[src/rtl/async_mem_rd_pkg.sv]
package async_mem_rd_pkg;

    typedef enum logic [1:0] {
        ST_IDLE,
        ST_LEAD,
        ST_STROBE,
        ST_FLOAT
    } rd_state_t;

    // ceiling division of a nanosecond figure by the clock period
    function automatic int ns_to_cyc(input int ns, input int clk_ns);
        return (ns + clk_ns - 1) / clk_ns;
    endfunction

    function automatic int imax(input int a, input int b);
        return (a > b) ? a : b;
    endfunction

endpackage

[src/rtl/wait_timer.sv]
module wait_timer #(
    parameter int W = 4
) (
    input  logic         clk,
    input  logic         rst_n,
    input  logic         load,
    input  logic [W-1:0] load_val,
    output logic         expired
);

    logic [W-1:0] cnt_q;

    always_ff @(posedge clk or negedge rst_n) begin
        if (!rst_n) begin
            cnt_q <= '0;
        end else if (load) begin
            cnt_q <= load_val;
        end else if (cnt_q != '0) begin
            cnt_q <= cnt_q - 1'b1;
        end
    end

    assign expired = (cnt_q == '0);

endmodule

[src/rtl/word_latch.sv]
module word_latch #(
    parameter int W = 16
) (
    input  logic         clk,
    input  logic         rst_n,
    input  logic         en,
    input  logic [W-1:0] d,
    output logic [W-1:0] q
);

    always_ff @(posedge clk or negedge rst_n) begin
        if (!rst_n) begin
            q <= '0;
        end else if (en) begin
            q <= d;
        end
    end

endmodule

[src/rtl/async_mem_rd_ctrl.sv]
module async_mem_rd_ctrl
    import async_mem_rd_pkg::*;
#(
    parameter int AW       = 16,
    parameter int DW       = 16,
    parameter int CLK_NS   = 10,
    parameter int T_ACC_NS = 55,
    parameter int T_CE_NS  = 55,
    parameter int T_OE_NS  = 40,
    parameter int T_DF_NS  = 30
) (
    input  logic          clk,
    input  logic          rst_n,
    input  logic          req_valid,
    input  logic [AW-1:0] req_addr,
    output logic          req_ready,
    output logic          rsp_valid,
    output logic [DW-1:0] rsp_data,
    output logic [AW-1:0] mem_addr,
    output logic          mem_ce_n,
    output logic          mem_oe_n,
    input  logic [DW-1:0] mem_dq_in
);

    // derived cycle counts
    localparam int OE_CYC   = imax(1, ns_to_cyc(T_OE_NS, CLK_NS));
    localparam int ACC_CYC  = imax(imax(ns_to_cyc(T_ACC_NS, CLK_NS),
                                        ns_to_cyc(T_CE_NS, CLK_NS)), OE_CYC);
    localparam int LEAD_CYC = ACC_CYC - OE_CYC;
    localparam int DF_CYC   = imax(1, ns_to_cyc(T_DF_NS, CLK_NS));
    localparam int CW       = $clog2(ACC_CYC + DF_CYC + 1);
    localparam logic [CW-1:0] LEAD_LD = CW'((LEAD_CYC > 0) ? LEAD_CYC - 1 : 0);
    localparam logic [CW-1:0] OE_LD   = CW'(OE_CYC - 1);
    localparam logic [CW-1:0] DF_LD   = CW'(DF_CYC - 1);

    rd_state_t     state_q, state_d;
    logic          tmr_load;
    logic [CW-1:0] tmr_val;
    logic          tmr_done;
    logic          addr_en;
    logic          data_en;
    logic          rsp_q;

    wait_timer #(.W(CW)) timer_i (
        .clk      (clk),
        .rst_n    (rst_n),
        .load     (tmr_load),
        .load_val (tmr_val),
        .expired  (tmr_done)
    );

    word_latch #(.W(AW)) addr_reg_i (
        .clk   (clk),
        .rst_n (rst_n),
        .en    (addr_en),
        .d     (req_addr),
        .q     (mem_addr)
    );

    word_latch #(.W(DW)) data_reg_i (
        .clk   (clk),
        .rst_n (rst_n),
        .en    (data_en),
        .d     (mem_dq_in),
        .q     (rsp_data)
    );

    // state register
    always_ff @(posedge clk or negedge rst_n) begin
        if (!rst_n) begin
            state_q <= ST_IDLE;
            rsp_q   <= 1'b0;
        end else begin
            state_q <= state_d;
            rsp_q   <= data_en;
        end
    end

    // next-state and timer control
    always_comb begin
        state_d  = state_q;
        tmr_load = 1'b0;
        tmr_val  = '0;
        addr_en  = 1'b0;
        data_en  = 1'b0;
        unique case (state_q)
            ST_IDLE: begin
                if (req_valid) begin
                    addr_en  = 1'b1;
                    tmr_load = 1'b1;
                    if (LEAD_CYC > 0) begin
                        state_d = ST_LEAD;
                        tmr_val = LEAD_LD;
                    end else begin
                        state_d = ST_STROBE;
                        tmr_val = OE_LD;
                    end
                end
            end
            ST_LEAD: begin
                if (tmr_done) begin
                    state_d  = ST_STROBE;
                    tmr_load = 1'b1;
                    tmr_val  = OE_LD;
                end
            end
            ST_STROBE: begin
                if (tmr_done) begin
                    state_d  = ST_FLOAT;
                    tmr_load = 1'b1;
                    tmr_val  = DF_LD;
                    data_en  = 1'b1;
                end
            end
            ST_FLOAT: begin
                if (tmr_done) begin
                    state_d = ST_IDLE;
                end
            end
        endcase
    end

    // outputs decoded from state
    always_comb begin
        mem_ce_n  = 1'b1;
        mem_oe_n  = 1'b1;
        req_ready = 1'b0;
        unique case (state_q)
            ST_IDLE:   req_ready = 1'b1;
            ST_LEAD:   mem_ce_n  = 1'b0;
            ST_STROBE: begin
                mem_ce_n = 1'b0;
                mem_oe_n = 1'b0;
            end
            ST_FLOAT:  ;
        endcase
    end

    assign rsp_valid = rsp_q;

endmodule

[config.mk]
export PLATFORM = sky130hd
export DESIGN_NAME = async_mem_rd_ctrl
export DESIGN_NICKNAME = d
export VERILOG_FILES = /design/src/rtl/async_mem_rd_pkg.sv /design/src/rtl/wait_timer.sv /design/src/rtl/word_latch.sv /design/src/rtl/async_mem_rd_ctrl.sv
export SDC_FILE = /design/constraint.sdc
export NUM_CORES = 1
export LEC_CHECK = 0
export ABC_AREA = 1
export ABC_CLOCK_PERIOD_IN_PS = 1730
export CAP_MARGIN = 20
export CORE_MARGIN = 5
export CORE_UTILIZATION = 42
export CTS_CLUSTER_DIAMETER = 60
export DETAILED_ROUTE_END_ITERATION = 16
export PLACE_DENSITY = 0.79
export SKIP_CTS_REPAIR_TIMING = 1
export SLEW_MARGIN = 20
export SYNTH_ARGS = -nofsm -noshare
export SYNTH_HDL_FRONTEND = slang
export SYNTH_SLANG_ARGS = --single-unit
[constraint.sdc]
create_clock -name clk -period 1.73 [get_ports clk]
set_input_delay 0.4325 -clock clk [delete_from_list [all_inputs] [get_ports clk]]
set_output_delay 0.4325 -clock clk [all_outputs]
set_load 0.01 [all_outputs]
==> results.sh <==
export IMPL_antenna_found_initial=0
export IMPL_placedCellCount=293
export IMPL_fin_worst_skew_ns=0.00580
export IMPL_max_stage_delay_ns=0.42
export IMPL_crit_path_end_kind="output port"
export IMPL_fin_crit_ns=1.66
export IMPL_vdd_drop_max_uv=918
export IMPL_worst_setup_path_start_kind="flop"
export IMPL_fmax_ghz=0.603
export IMPL_root_buffer="clkbuf_8"
export IMPL_vias=1369
export IMPL_diodes=0
export IMPL_first_pass_iters=4
export IMPL_status="finished, final reports clean"
export IMPL_critical_path_class="flop to output port"
export IMPL_final_util_pct=66.0
export IMPL_worstPathCellList="inv_2 -> ha_2 -> inv_1 -> clkbuf_2"
export IMPL_synth_compound_area_share_pct=1.91
export IMPL_slew_headroom_pct=67.8
export IMPL_start_util_pct=42.8
export IMPL_synth_top_family_by_area="simple AND/OR/NAND/NOR gates"
export IMPL_use_met1_pct=17.6
export IMPL_grt_pass1_wl_mm=6.42
export IMPL_fill_cells=316
export IMPL_grt_busiest_layer="met2"
export IMPL_pre_cts_slack_ns=-0.0236
export IMPL_power_frac_comb_pct=52.6
export IMPL_slowest_stage="dfrtp_1"
export IMPL_routed_wl_mm=3.90
export IMPL_hold_viol=0
export IMPL_seq_area_frac_synth_pct=57.4
export IMPL_synth_xor_area_share_pct=0
export IMPL_ios=71
export IMPL_critical_path_arrival_ns=1.23
export IMPL_fp_dieH_um=73.6
export IMPL_clk_path_buf_depth=2
export IMPL_ys_ff_latch=39
export IMPL_htree_levels=2
export IMPL_synth_top_area_cell="dfrtp_1"
export IMPL_slew_viol_final=0
export IMPL_intPower_uw=3130
export IMPL_wl_per_cell_um=12.9
export IMPL_drtAntennaViolNets=0
export IMPL_synth_simple_gate_area_share_pct=20.2
export IMPL_coreArea_sq_um=3970
export IMPL_drcViolationCount=0
export IMPL_rr_worst_depth=6
export IMPL_dieArea_sq_um=5420
export IMPL_synthesis_nets=209
export IMPL_grt_overflow_total=0
export IMPL_layout_drive_gt1_share_pct=17.1
export IMPL_cts_made_buffers=5
export IMPL_grt_max_degree=23
export IMPL_clkPwrFrac_pct=13.7
export IMPL_die_x_um=73.6
export IMPL_fin_ws_ns=0.0719
export IMPL_powerDensity_nw_per_um2=1840
export IMPL_vias_per_cell=4.55
export IMPL_p_leak_uw=0.00127
export IMPL_instances_no_fill=301
export IMPL_io_buffers=70
export IMPL_crit_cells=4
export IMPL_yosysWarnings=0
export IMPL_track_usage_pct=15.6
export IMPL_clk_latency_ns=0.28
export IMPL_cp_max_fo=4
export IMPL_dp_hpwl_mm=3.07
export IMPL_drv_cap=0
export IMPL_grt_util_met2_pct=26.1
export IMPL_synthTopCellsByArea="dfrtp_1 (57%), nand2_1 (15%), mux2_2 (11%), ha_1 (5.2%), inv_1 (2.4%)"
export IMPL_cts_tree="built"
export IMPL_synthMuxAreaShare_pct=10.6
export IMPL_ys_types=16
export IMPL_drt_iter0_markers=91
export IMPL_power_switching_uw=1700
export IMPL_avgSynthCellArea_sq_um=10.2
export IMPL_synth_adder_area_share_pct=5.15
export IMPL_netlist_area_sq_um=1700
export IMPL_final_nets=292
export IMPL_cpLargestDelayFamily="flip-flops"
export IMPL_cts_sinks=39
export IMPL_regArea_sq_um=976
export IMPL_syn2layout_area_growth_pct=54.1
export IMPL_netlist_area_leader_share_pct=57.4
export IMPL_grt_pass1_vias=1420
export IMPL_hold_path_class="input pin to asynchronous set/reset pin"
export IMPL_required_ns=1.30
export IMPL_fin_setup_tns_ns=0
export IMPL_critPathBufInv=3
export IMPL_rows=23
export IMPL_gp_congestion=0.838
export IMPL_switching_share_pct=35.1
export IMPL_tightest_slew_ns=0.484
export IMPL_setup_viol=0
export IMPL_path_clk_slew_ns=0.08
export IMPL_use_met3_pct=7.52
export IMPL_syn_inst=167
export IMPL_finalCritPeriodShare_pct=95.8
export IMPL_multi_input_area_sq_um=647
export IMPL_seqPwrFrac_pct=33.7
## synthesized netlist by cell type (all sizes together)
master  instances
nand2          70
dfrtp          39
mux2           16
inv            12
nand3           8
ha              7
nor2            5
buf             4
o21ai           3
a21oi           2
o21a            1
## worst reg2reg max path, delay by kind of cell, from the launching register on
family,cells,cell delay (ns)
buffers and inverters,2,0.34
flip-flops,1,0.39
adder cells (fa/ha/maj),1,0.30
AND/OR/NAND/NOR,3,0.39
## power by group through the flow
| stage | Clock (uW) | Sequential [uW] | Combinational (uW) |
|---|---|---|---|
| floorplan | 0 | 1810 | 1050 |
| global placement | 0 | 1620 | 2520 |
| detailed placement | 0 | 1630 | 2590 |
| CTS | 686 | 1620 | 2610 |
| global route | 718 | 1690 | 2790 |
| finish | 662 | 1630 | 2540 |
## path summary, 6_finish.rpt
| kind | startpoint | endpoint | slack [ns] |
|---|---|---|---|
| worst min register to register | data_reg_i.q[14] | data_reg_i.q[14] | 0.48 |
| max in group asynchronous | rst_n | addr_reg_i.q[15] | 1.10 |
| worst min-delay path | rst_n | data_reg_i.q[7] | 0.10 |
| min in group clk | data_reg_i.q[14] | data_reg_i.q[14] | 0.48 |
| worst max-delay path | state_q[1] | mem_ce_n | 0.07 |
| worst max register to register | timer_i.cnt_q[0] | data_reg_i.q[13] | 0.25 |
## through the flow
step | power [uW] | instance area (sq um) | hold slack, ns
global placement | 4140 | 2510 | 0.418
CTS | 4910 | 2620 | 0.109
detailed placement | 4220 | 2510 | 0.420
finish | 4830 | 2620 | 0.103
floorplan | 2860 | 1700 | 0.137
global route | 5200 | 2620 | 0.128
## final cells by class
type                            count  share of cell area [%]
Inverter                           12                    1.81
Clock inverter                      1                   0.287
Timing Repair Buffer               80                    29.9
Sequential cell                    39                    37.2
Tap cell                           50                    2.39
Multi-Input combinational cell    112                    24.7
Clock buffer                        7                    3.68
## per-layer routing
layer,wire (um),up-vias
met5,0,-
met4,23,0
met3,384,4
met2,2030,45
met1,1460,634
li1,-,686
## layout by cell type, fill, tap and decap left out
cell type,n
clkinvlp_4,1
mux2_2,16
o21a_1,1
dlymetal6s2s_1,2
inv_4,1
clkbuf_2,1
buf_2,1
inv_1,9
nand3_1,7
nand2_1,69
nor2_1,4
o21ai_0,3
ha_2,1
nand3_4,1
ha_1,6
dfrtp_1,39
buf_12,1
nor2_4,1
inv_2,2
buf_4,9
nand2_2,1
clkdlybuf4s50_1,66
clkbuf_8,7
a21oi_1,2
## registers in the layout, summed over array words and instances, names as in the netlist
| signal | cells |
|---|---|
| data_reg_i.q | 16 |
| state_q | 2 |
| rsp_valid | 1 |
| timer_i.cnt_q | 4 |
| addr_reg_i.q | 16 |
## logic make-up after synthesis
group | Yosys count
and+or+nand+nor | 83
DFF | 39
buffers and inverters | 16
muxes | 16
adders and majority gates | 7
AOI/OAI and AO/OA | 6
Note: power is estimated with default switching activity, not from simulation.
